### src/rtl/gpio_sect_pkg.sv
package gpio_sect_pkg;
  localparam int unsigned REG_IDX_W = 4;

  typedef enum logic [REG_IDX_W-1:0] {
    RI_MSTAT  = 4'h0,
    RI_STAT   = 4'h1,
    RI_MASK   = 4'h2,
    RI_UNMASK = 4'h3,
    RI_DIR    = 4'h4,
    RI_OUT    = 4'h5,
    RI_IN     = 4'h6,
    RI_STICKY = 4'h8
  } reg_idx_e;
endpackage

### src/rtl/gpio_sync2.sv
module gpio_sync2 #(
  parameter int unsigned W = 32
) (
  input  logic         clk_i,
  input  logic         rst_ni,
  input  logic [W-1:0] d_i,
  output logic [W-1:0] q_o
);
  logic [W-1:0] s1_q, s2_q;

  always_ff @(posedge clk_i or negedge rst_ni) begin
    if (!rst_ni) begin
      s1_q <= '0;
      s2_q <= '0;
    end else begin
      s1_q <= d_i;
      s2_q <= s1_q;
    end
  end

  assign q_o = s2_q;
endmodule

### src/rtl/gpio_reg_port.sv
module gpio_reg_port #(
  parameter int unsigned DATA_W = 16
) (
  input  logic              clk_i,
  input  logic              rst_ni,
  input  logic              valid_i,
  input  logic              write_i,
  input  logic [DATA_W-1:0] rd_word_i,
  output logic              ready_o,
  output logic              wr_commit_o,
  output logic [DATA_W-1:0] rdata_o
);
  logic              ready_q;
  logic [DATA_W-1:0] rdata_q;

  // one wait state per access; read data captured with the acknowledge
  always_ff @(posedge clk_i or negedge rst_ni) begin
    if (!rst_ni) begin
      ready_q <= 1'b0;
      rdata_q <= '0;
    end else begin
      ready_q <= valid_i & ~ready_q;
      if (valid_i && !ready_q) rdata_q <= rd_word_i;
    end
  end

  assign ready_o     = ready_q;
  assign rdata_o     = rdata_q;
  assign wr_commit_o = valid_i & ready_q & write_i;
endmodule

### src/rtl/gpio_sect_bank.sv
module gpio_sect_bank
  import gpio_sect_pkg::*;
#(
  parameter int unsigned PINS = 8
) (
  input  logic                 clk_i,
  input  logic                 rst_ni,
  input  logic                 wr_i,
  input  logic [REG_IDX_W-1:0] widx_i,
  input  logic [PINS-1:0]      wdata_i,
  input  logic [PINS-1:0]      pin_i,
  output logic [PINS-1:0]      dir_o,
  output logic [PINS-1:0]      out_o,
  output logic [PINS-1:0]      mask_o,
  output logic [PINS-1:0]      sticky_o,
  output logic [PINS-1:0]      raw_o,
  output logic [PINS-1:0]      mstat_o
);
  logic [PINS-1:0] dir_q, out_q, mask_q, sticky_q, latch_q;
  logic [PINS-1:0] clr;

  always_ff @(posedge clk_i or negedge rst_ni) begin
    if (!rst_ni) begin
      dir_q    <= '1;
      out_q    <= '0;
      mask_q   <= '1;
      sticky_q <= '0;
    end else if (wr_i) begin
      case (widx_i)
        RI_DIR:    dir_q    <= wdata_i;
        RI_OUT:    out_q    <= wdata_i;
        RI_MASK:   mask_q   <= mask_q | wdata_i;
        RI_UNMASK: mask_q   <= mask_q & ~wdata_i;
        RI_STICKY: sticky_q <= sticky_q | wdata_i;
        default: ;
      endcase
    end
  end

  assign clr = (wr_i && widx_i == RI_STAT) ? wdata_i : '0;

  // a pin seen high wins over a clear in the same cycle
  always_ff @(posedge clk_i or negedge rst_ni) begin
    if (!rst_ni) latch_q <= '0;
    else         latch_q <= sticky_q & ((latch_q & ~clr) | pin_i);
  end

  for (genvar b = 0; b < PINS; b++) begin : g_pin
    assign raw_o[b] = sticky_q[b] ? latch_q[b] : pin_i[b];
  end

  assign mstat_o  = raw_o & ~mask_q;
  assign dir_o    = dir_q;
  assign out_o    = out_q;
  assign mask_o   = mask_q;
  assign sticky_o = sticky_q;
endmodule

### src/rtl/gpio_sect_ctrl.sv
module gpio_sect_ctrl
  import gpio_sect_pkg::*;
#(
  parameter int unsigned NUM_SECT  = 4,
  parameter int unsigned SECT_PINS = 8,
  parameter int unsigned DATA_W    = 16,
  localparam int unsigned NPINS    = NUM_SECT * SECT_PINS,
  localparam int unsigned SEL_W    = (NUM_SECT > 1) ? $clog2(NUM_SECT) : 1,
  localparam int unsigned ADDR_W   = SEL_W + REG_IDX_W
) (
  input  logic              clk_i,
  input  logic              rst_ni,
  input  logic              req_valid_i,
  input  logic              req_write_i,
  input  logic [ADDR_W-1:0] req_addr_i,
  input  logic [DATA_W-1:0] req_wdata_i,
  output logic              req_ready_o,
  output logic [DATA_W-1:0] req_rdata_o,
  input  logic [NPINS-1:0]  gpio_i,
  output logic [NPINS-1:0]  gpio_o,
  output logic [NPINS-1:0]  gpio_oe_o,
  output logic              irq_o
);
  logic [NPINS-1:0]     pin_s;
  logic [NPINS-1:0]     dir_all, out_all, mask_all, sticky_all, raw_all, mstat_all;
  logic                 wr_commit;
  logic [SEL_W-1:0]     sel;
  logic [REG_IDX_W-1:0] idx;
  logic [SECT_PINS-1:0] rd_byte;
  logic [DATA_W-1:0]    rd_word;
  logic                 unused_wdata_hi;

  assign sel = req_addr_i[ADDR_W-1 -: SEL_W];
  assign idx = req_addr_i[REG_IDX_W-1:0];
  assign unused_wdata_hi = ^req_wdata_i[DATA_W-1:SECT_PINS];

  gpio_sync2 #(.W(NPINS)) u_sync (
    .clk_i (clk_i),
    .rst_ni(rst_ni),
    .d_i   (gpio_i),
    .q_o   (pin_s)
  );

  gpio_reg_port #(.DATA_W(DATA_W)) u_port (
    .clk_i      (clk_i),
    .rst_ni     (rst_ni),
    .valid_i    (req_valid_i),
    .write_i    (req_write_i),
    .rd_word_i  (rd_word),
    .ready_o    (req_ready_o),
    .wr_commit_o(wr_commit),
    .rdata_o    (req_rdata_o)
  );

  for (genvar s = 0; s < NUM_SECT; s++) begin : g_sect
    localparam int unsigned LO = s * SECT_PINS;
    logic bank_wr;
    assign bank_wr = wr_commit && (sel == SEL_W'(s));

    gpio_sect_bank #(.PINS(SECT_PINS)) u_bank (
      .clk_i   (clk_i),
      .rst_ni  (rst_ni),
      .wr_i    (bank_wr),
      .widx_i  (idx),
      .wdata_i (req_wdata_i[SECT_PINS-1:0]),
      .pin_i   (pin_s[LO +: SECT_PINS]),
      .dir_o   (dir_all[LO +: SECT_PINS]),
      .out_o   (out_all[LO +: SECT_PINS]),
      .mask_o  (mask_all[LO +: SECT_PINS]),
      .sticky_o(sticky_all[LO +: SECT_PINS]),
      .raw_o   (raw_all[LO +: SECT_PINS]),
      .mstat_o (mstat_all[LO +: SECT_PINS])
    );
  end

  always_comb begin
    rd_byte = '0;
    for (int s = 0; s < NUM_SECT; s++) begin
      if (sel == SEL_W'(s)) begin
        case (idx)
          RI_MSTAT:  rd_byte = mstat_all[s*SECT_PINS +: SECT_PINS];
          RI_STAT:   rd_byte = raw_all[s*SECT_PINS +: SECT_PINS];
          RI_MASK:   rd_byte = mask_all[s*SECT_PINS +: SECT_PINS];
          RI_DIR:    rd_byte = dir_all[s*SECT_PINS +: SECT_PINS];
          RI_OUT:    rd_byte = out_all[s*SECT_PINS +: SECT_PINS];
          RI_IN:     rd_byte = pin_s[s*SECT_PINS +: SECT_PINS];
          RI_STICKY: rd_byte = sticky_all[s*SECT_PINS +: SECT_PINS];
          default:   rd_byte = '0;
        endcase
      end
    end
  end

  assign rd_word   = {{(DATA_W-SECT_PINS){1'b0}}, rd_byte};
  assign gpio_o    = out_all;
  assign gpio_oe_o = ~dir_all;
  assign irq_o     = |mstat_all;
endmodule

### config.mk
export PLATFORM = sky130hd
export DESIGN_NAME = gpio_sect_ctrl
export DESIGN_NICKNAME = d
export VERILOG_FILES = /design/src/rtl/gpio_sect_pkg.sv /design/src/rtl/gpio_sync2.sv /design/src/rtl/gpio_reg_port.sv /design/src/rtl/gpio_sect_bank.sv /design/src/rtl/gpio_sect_ctrl.sv
export SDC_FILE = /design/constraint.sdc
export NUM_CORES = 1
export LEC_CHECK = 0
export BUFFER_PORTS_ARGS = -buffer_cell sky130_fd_sc_hd__buf_2
export CAP_MARGIN = 0
export CORE_ASPECT_RATIO = 0.9
export CORE_MARGIN = 4
export CORE_UTILIZATION = 47
export CTS_CLUSTER_SIZE = 8
export DETAILED_ROUTE_END_ITERATION = 6
export PLACE_DENSITY_LB_ADDON = 0.15
export SETUP_SLACK_MARGIN = 0.4
export SLEW_MARGIN = 5
export SYNTH_ARGS = -nofsm -noshare
export SYNTH_HDL_FRONTEND = slang
export SYNTH_HIERARCHICAL = 1
export SYNTH_SLANG_ARGS = --single-unit
### constraint.sdc
create_clock -name clk_i -period 1.7 [get_ports clk_i]
set_input_delay 0.51 -clock clk_i [delete_from_list [all_inputs] [get_ports clk_i]]
set_output_delay 0.51 -clock clk_i [all_outputs]
set_load 0.02 [all_outputs]
==> impl_metrics.toml, run 1 <==
[worst_setup_path]
slowest_delay_ps = 370
cp_slowest_cell = "dfrtp_1"
critPathKind = "reg2out"
crit_arrival_ps = 2190
cp_max_fo = 2
start_kind = "register"
worstPathRequired_ps = 1190
end_kind = "output port"
crit_chain = "inv_1 -> o21ai_0 -> and2_4 -> nor4_1 -> nand4_1 -> or2_4 -> buf_6"
reg2reg_depth = 18

[global_routing]
antenna_found_initial = 0
grt_start_max_net_pins = 56
grt_pass1_wl_um = 65100
grt_overflow_total = 0
grt_usage_pct = 30.7
grt_pass1_vias = 11200

[pwr]
p_total_mw = 15.5
p_int_mw = 11.4
swShare_pct = 26.4
p_sw_mw = 4.10
power_density_nw_per_um2 = 830
p_clk_share_pct = 42.8
p_leak_nw = 9.29
seq_power_share_pct = 40.3
power.share.combinational_pct = 17.0
ir_worst_vdd_mv = 0.928

[hold_path]
hp-class = "in2reg"
min_path_cells = 1

[place]
port_buffers = 131
hpwl_um = 29000
place_inst = 1726
finalWeightedCongestion = 0.921

[sta]
slew_headroom_pct = 54.0
skew_ps = 19.0
fmax_mhz = 371
finalCritPeriodShare_pct = 159
rsz0062_at_grt = "true"
finalMaxSlewViolations = 0
hold_viol_final = 0
fin_ws_ps = -998
worst_pin_slew_ps = 690
setup_violations = 130
min_period_ps = 2700

[yosys]
ys_seq_area_share_pct = 52.4
synth.most_common_cell = "dfrtp_1"
synthCells = 1036
yosysUniqueCellTypes = 73
syn_avg_cell_area_sq_um = 11.3
synth_area_leaders = "dfrtp_1 (38%), dfstp_2 (14%), mux2_2 (6.9%), mux2i_1 (5.7%), inv_1 (3.2%)"
synth_area_leader_cell = "dfrtp_1"
synth_top_area_share_pct = 38.0
ys.flop_type = "dfrtp_1"
syn-cell-area_sq_um = 11700
synthTopCellsByCount = "dfrtp_1 (177), inv_1 (99), nand2_1 (75)"
yosys_warnings = 6
synth_edf_count = 0
synthArstFlopShare_pct = 100
synth_seq_cells = 241

[floorplan]
die_y_um = 157
fp.dieW_um = 174
io_pins = 140
core_area_sq_um = 24300
start_util_pct = 47.9
dieArea_sq_um = 27400
rows = 54

[drt]
dr.first_iter.drc_count = 798
drt-total-wl_um = 42800
ant_nets = 0
drc_errors = 0
via_per_inst = 5.63
num_vias = 10700
wl_per_cell_um = 22.5
first_pass_iters = 5

[clocking]
clockBufferDepth = 3
cts_buffers = 36
clk_pin_slew_ps = 50
clock_latency_ps = 510
cts_root_buf = "clkbuf_16"
clock_sinks = 241
htree_levels = 2
cts_tree = "done"

[cells_and_area]
area_growth_pct = 60.5
antenna_cells = 0
nets = 1626
final_cell_count_no_fill = 1904
seq_area_sq_um = 6120
drive_above_1_share_pct = 61.7
multi_input_area_sq_um = 6000
nFillCells = 1569

[outcome]
violations = "negative setup slack"
status = "complete, but fails checks"

[flow_run]
drv_cap = 0
[critical path: cells and delay by family, from the launching register on]
family,cells,cell delay (ps)
and+or+nand+nor,4,940
DFF,1,370
buffers and inverters,2,210
AOI/OAI and AO/OA,1,170
[path summary, 6_finish.rpt]
path	startpoint	endpoint	slack [ps]
max	u_sync/q_o[4]	irq_o	-1000
min	gpio_i[10]	u_sync/s1_q[10]	100
max reg2reg	register	register	-730
min reg2reg	u_sync/s1_q[28]	u_sync/q_o[28]	340
max in group asynchronous	rst_ni	g_sect[3].u_bank/dir_o[0]	630
min in group asynchronous	rst_ni	u_port/rdata_o[4]	450
[cell families after synthesis]
family	share of synthesized area [%]
mux	13.7
other cells	0.0322
buf+inv	6.23
simple gates	10.7
compound gates	17.0
flops	52.4
[layer usage]
layer | wire (um) | global-route usage, % | up-vias | share of wire [%]
met5 | 0 | 0.694 | - | 0
met4 | 1190 | 9.84 | 0 | 2.8
met3 | 2760 | 5.98 | 83 | 6.4
met2 | 19400 | 47.8 | 404 | 45
met1 | 19400 | 43.7 | 5414 | 45
li1 | - | - | 4826 | -
[what timing repair did]
action / 4_1_cts / 5_1_grt
hold buffers: 1 / 0
endpoints found under the hold margin: 11 / 0
pin swaps: 109 / 47
endpoints found under the setup margin: 250 / 258
buffers inserted: 90 / 20
gates cloned: 0 / 1
gates resized for setup: 452 / 104
[cells in the final DEF, fill, tap and decap left out, drive strengths merged, types with 9 or more instances in the layout]
cell type / netlist / final
buf: 38 / 539
dfrtp: 177 / 177
inv: 99 / 101
mux2: 80 / 80
nand2: 75 / 75
o21ai: 74 / 74
mux2i: 66 / 66
clkbuf: 17 / 65
dfstp: 64 / 64
a22oi: 47 / 47
and2: 35 / 35
a21o: 32 / 32
a41oi: 32 / 32
o22ai: 26 / 26
nor2: 24 / 24
a21oi: 19 / 19
nor2b: 12 / 12
nor4: 12 / 12
nand3: 10 / 10
a2111oi: 9 / 9
[final cells by class]
type / instances / share of cell area [%]
clock buffers: 63 / 5.47
inverters: 99 / 2.01
flip-flops and latches: 241 / 32.7
clock inverters: 3 / 0.140
multi-input cells: 648 / 32.0
repair buffers: 542 / 25.6
well taps: 308 / 2.06
[per-stage QoR]
stage | area, sq um | util, % | TNS [ps] | hold WS, ps | setup WS (ps)
2_1_floorplan | 12000 | - | -18380 | 214 | -329
3_5_place_dp | 14900 | 61.5 | -53730 | 335 | -993
5_1_grt | 18700 | 76.9 | -25020 | 93.0 | -1040
3_3_place_gp | 14900 | 61.5 | -51430 | 331 | -992
4_1_cts | 18100 | 74.3 | -10820 | 91.6 | -979
6_report | 18700 | 76.9 | -16430 | 104 | -998
[power groups by stage]
stage,Sequential (mW),Clock [mW],Combinational [mW]
2_1_floorplan,6.37,0,0.798
3_3_place_gp,6.30,0,1.97
3_5_place_dp,6.31,0,1.98
4_1_cts,6.24,6.73,2.45
5_1_grt,6.28,7.02,2.78
6_report,6.25,6.64,2.64
Note: power is estimated with default switching activity, not from simulation.
==> run 2: changes to the inputs <==
--- a/config.mk
+++ b/config.mk
@@ -8,12 +8,12 @@
 export BUFFER_PORTS_ARGS = -buffer_cell sky130_fd_sc_hd__buf_2
 export CAP_MARGIN = 0
 export CORE_ASPECT_RATIO = 0.9
-export CORE_MARGIN = 4
 export CORE_UTILIZATION = 47
 export CTS_CLUSTER_SIZE = 8
 export DETAILED_ROUTE_END_ITERATION = 6
 export PLACE_DENSITY_LB_ADDON = 0.15
 export SETUP_SLACK_MARGIN = 0.4
+export SKIP_LAST_GASP = 1
 export SLEW_MARGIN = 5
 export SYNTH_ARGS = -nofsm -noshare
 export SYNTH_HDL_FRONTEND = slang
==> run 2 against run 1 <==
Against the previous run:
- via count rose by 1.1%
- global-route usage up 3.2 points
- highest routed layer unchanged
- final cell count fell by 0.16%
- register-to-register slack gained 20 ps
- routed wire length rose by 2.2%
- power hardly changed
- the run still ends with negative setup slack left
- largest power group unchanged
==> impl_metrics.toml, run 2 (synthesized netlist as in run 1, its figures left out) <==
[outcome]
status = "complete, but fails checks"
violations = "negative setup slack"

[global_routing]
use_met2_pct = 52.7
grt_start_max_net_pins = 45
grt_pass1_wl_um = 64000
use_met3_pct = 7.39
busiest_layer = "met2"
grt_usage_pct = 33.9
grt_pass1_vias = 10900
grt_overflow_total = 0
use_met1_pct = 47.3
antenna_found_initial = 0

[floorplan]
fp.dieW_um = 168
rows = 54
io_pins = 140
start_util_pct = 47.9
dieArea_sq_um = 25400
die_y_um = 151
core_area_sq_um = 24300

[sta]
skew_ps = 19.3
fin_ws_ps = -1050
fmax_mhz = 364
slew_headroom_pct = 55.7
finalMaxSlewViolations = 0
worst_pin_slew_ps = 665
setup_violations = 115
rsz0062_at_grt = "true"
finalCritPeriodShare_pct = 162
tns_ps = -15430
min_period_ps = 2750
hold_viol_final = 0
fin_hold_ws_ps = 107

[pwr]
power_density_nw_per_um2 = 826
ir_worst_vdd_mv = 1.07
p_leak_nw = 9.36
p_total_mw = 15.5

[worst_setup_path]
end_kind = "output port"
critPathKind = "reg2out"
crit_arrival_ps = 2240
start_kind = "register"
cp_max_fo = 2
worstPathRequired_ps = 1190

[place]
place_ws_ps = -882
hpwl_um = 28900
port_buffers = 131
finalWeightedCongestion = 0.976

[drt]
dr.first_iter.drc_count = 987
wl_per_cell_um = 23.0
num_vias = 10800
ant_nets = 0
drt-total-wl_um = 43700
first_pass_iters = 6
via_per_inst = 5.70
drc_errors = 0

[clocking]
cts_tree = "done"
cts_buffers = 36
cts_root_buf = "clkbuf_16"
clock_sinks = 241
clock_latency_ps = 510
clk_pin_slew_ps = 50
htree_levels = 2
clockBufferDepth = 3

[cells_and_area]
drive_above_1_share_pct = 61.7
final_core_util_pct = 77.2
nets = 1627
antenna_cells = 0
layout_commonest_cell = "buf_4"
area_growth_pct = 61.1
mostFrequentLayoutCells = "buf_4 (334), dfrtp_1 (173), buf_6 (128)"

[flow_run]
drv_cap = 0

[hold_path]
hp-class = "in2reg"
## run 2: cell count changes in the layout (fill, tap and decap cells not counted), sizes merged
cell    delta
buf        -1
bufbuf     +1
clkinv     -1
inv        -2
## run 2: power by group
group / switching [mW] / internal (mW)
Combinational: 1.35 / 1.35
Clock: 2.50 / 4.06
Sequential: 0.210 / 6.05
## run 2: metrics by stage
stage / cells / instance area, sq um
6_report: 1901 / 18800
5_1_grt: 1901 / 18800
4_1_cts: 1876 / 18100
3_5_place_dp: 1729 / 15000
3_3_place_gp: 1729 / 15000
2_1_floorplan: 1043 / 12000
## run 2: routing by layer
layer | vias to the layer above | share of wire (%)
met1 | 5433 | 45
met2 | 488 | 45
met5 | - | 0
met4 | 0 | 2.7
li1 | 4836 | -
met3 | 88 | 7.5
## run 2: repair_timing
| action | 4_1_cts | 5_1_grt |
|---|---|---|
| setup buffers | 83 | 23 |
| pin swaps | 101 | 72 |
| endpoints found under the hold margin | 20 | 0 |
| hold buffers | 1 | 0 |
| gates resized for setup | 448 | 103 |
| endpoints found under the setup margin | 251 | 258 |
| gates cloned | 1 | 2 |
## run 2: critical path, stage by stage (launching register included)
cell and delay (ps):
dfstp_2 540, inv_2 40, and2_4 170, nor4_4 330, buf_4 160, nand4_1 100, or2_4 270, buf_6 130
## run 2: path summary, 6_finish.rpt
path | to | start | slack, ps | depth (start not counted)
max | irq_o | register | -1050 | 7
min in group asynchronous | u_port/rdata_o[15] | rst_ni | 480 | 2
min reg2reg | u_sync/q_o[3] | u_sync/s1_q[3] | 340 | 0
min | u_sync/s1_q[4] | gpio_i[4] | 110 | 1
max reg2reg | u_port/rdata_o[7] | register | -710 | 12
max in group asynchronous | g_sect[3].u_bank/dir_o[3] | rst_ni | 600 | 3
## run 2: layout make-up
type,instances,area [sq um]
multi-input combinational,648,6020
clock buffer,62,1030
tap,308,385
inverter,99,377
fill,1537,5540
sequential,241,6120
timing repair buffer,543,4860
==> run 3: changes to the inputs <==
==> constraint.sdc (replaced) <==
create_clock -name clk_i -period 3.55 [get_ports clk_i]
set_input_delay 1.065 -clock clk_i [delete_from_list [all_inputs] [get_ports clk_i]]
set_output_delay 1.065 -clock clk_i [all_outputs]
set_load 0.02 [all_outputs]
==> run 3 against run 2 <==
Against the previous run:
- the flow now finishes without violations
- power is 55% lower
- largest power group unchanged
- first-iteration DRC count fell by 24%
- global-route usage shrank 5.0 points
- highest routed layer unchanged
- final cell count is 16% lower
- core utilization decreased by 18 points
- register-to-register slack better by 1800 ps
==> impl_metrics.toml, run 3 (synthesized netlist as in run 1, its figures left out) <==
[outcome]
status = "completed"

[clocking]
cts_root_buf = "clkbuf_16"
clock_sinks = 241
clk_pin_slew_ps = 50
cts_tree = "done"
clockBufferDepth = 3
htree_levels = 2
cts_buffers = 36
postCtsHoldBufs = 0
clock_latency_ps = 510

[worst_setup_path]
cp_slowest_cell = "dfstp_2"
slowest_delay_ps = 530
r2r_slack_ps = 1110
regToRegStartpoint = "u_sync/q_o[11]"
critPathKind = "reg2out"
reg2reg_to = "u_port/rdata_o[3]"
end_kind = "output port"
cp_max_fo = 2
start_kind = "register"
worstPathRequired_ps = 2480
reg2reg_depth = 9
crit_arrival_ps = 2120
crit_chain = "inv_1 -> and2_4 -> nor4_4 -> nand4_1 -> or2_4 -> buf_6"

[sta]
fmax_mhz = 314
min_period_ps = 3190
finalMaxSlewViolations = 0
hold_viol_final = 0
finalCritPeriodShare_pct = 89.8
tns_ps = 0
rsz0062_at_grt = "true"
slew_headroom_pct = 48.2
skew_ps = 13.0
worst_pin_slew_ps = 776
setup_violations = 0

[floorplan]
rows = 54
start_util_pct = 47.9
core_area_sq_um = 24300
io_pins = 140
die_y_um = 151
dieArea_sq_um = 25400
fp.dieW_um = 168

[global_routing]
grt_usage_pct = 28.9
grt_pass1_vias = 9145
grt_start_max_net_pins = 78
grt_pass1_wl_um = 55200
grt_overflow_total = 0
antenna_found_initial = 1

[drt]
drt-total-wl_um = 35800
wl_per_cell_um = 22.5
num_vias = 9307
dr.first_iter.drc_count = 754
ant_nets = 0
first_pass_iters = 5
drc_errors = 0
via_per_inst = 5.85

[cells_and_area]
nets = 1317
layout_commonest_cell = "dfrtp_1"
mostFrequentLayoutCells = "dfrtp_1 (176), buf_2 (129), inv_1 (97)"
area_growth_pct = 23.7
drive_above_1_share_pct = 37.4
antenna_cells = 0

[hold_path]
hp-class = "reg2reg"
hold_path_end = "u_sync/q_o[7]"
hp-start = "u_sync/s1_q[7]"
min_path_cells = 0

[place]
port_buffers = 131
finalWeightedCongestion = 0.970
hpwl_um = 24800

[flow_run]
drv_cap = 0

[pwr]
ir_worst_vdd_mv = 0.381
power_density_nw_per_um2 = 481
p_total_mw = 6.93
p_leak_nw = 7.19
## run 3: final cells by class
cell class / count / area, sq um
fill: 2047 / 9900
inverter: 99 / 372
sequential: 241 / 6110
tap: 308 / 385
timing repair buffer: 233 / 1550
clock inverter: 1 / 8.76
clock buffer: 62 / 1020
multi-input combinational: 648 / 4980
## run 3: report_power, final
group / total (mW) / switching [mW] / internal [mW]
combinational: 0.806 / 0.491 / 0.316
clock: 3.14 / 1.21 / 1.93
sequential: 2.98 / 0.0871 / 2.90
total: 6.93 / 1.79 / 5.14
## run 3: what timing repair did
action	in CTS	in global routing
buffers inserted	33	4
pin swaps	15	4
endpoints found under the setup margin	1	1
resized for setup	49	14
endpoints found under the hold margin	0	0
## run 3: worst max-delay path by stage
stage / start / end / slack [ps] / cells past startpoint
after CTS: register / irq_o / 380 / 6
after floorplan: req_addr_i[5] / g_sect[2].u_bank/dir_o[0] / 750 / 7
final: register / irq_o / 360 / 6
after global placement: req_addr_i[2] / u_port/rdata_o[3] / 210 / 10
after detailed placement: req_addr_i[2] / u_port/rdata_o[3] / 100 / 10
after global routing: g_sect[2].u_bank/sticky_o[3] / irq_o / 260 / 7
## run 3: worst max-delay path, delay by kind of cell (launching register included)
family | cells | cell delay (ps)
flops | 1 | 530
buf+inv | 2 | 180
simple gates | 4 | 900
## run 3: metrics by stage
step | utilization, % | instance area (sq um) | setup slack, ps | hold WS, ps | instances
after detailed placement | 53.4 | 13000 | 104 | 335 | 1492
after global routing | 59.3 | 14400 | 258 | 350 | 1592
after floorplan | - | 11700 | 749 | 331 | 1043
final | 59.3 | 14400 | 363 | 342 | 1592
after global placement | 53.4 | 13000 | 207 | 332 | 1492
after CTS | 59.0 | 14400 | 380 | 346 | 1588
## run 3: routing by layer
| metal | up-vias | global-route usage, % | share of wire, % |
|---|---|---|---|
| met3 | 62 | 5.20 | 7.2 |
| met4 | 0 | 8.53 | 2.5 |
| li1 | 4203 | - | - |
| met5 | - | 0 | 0 |
| met2 | 390 | 44.5 | 44 |
| met1 | 4652 | 41.7 | 46 |
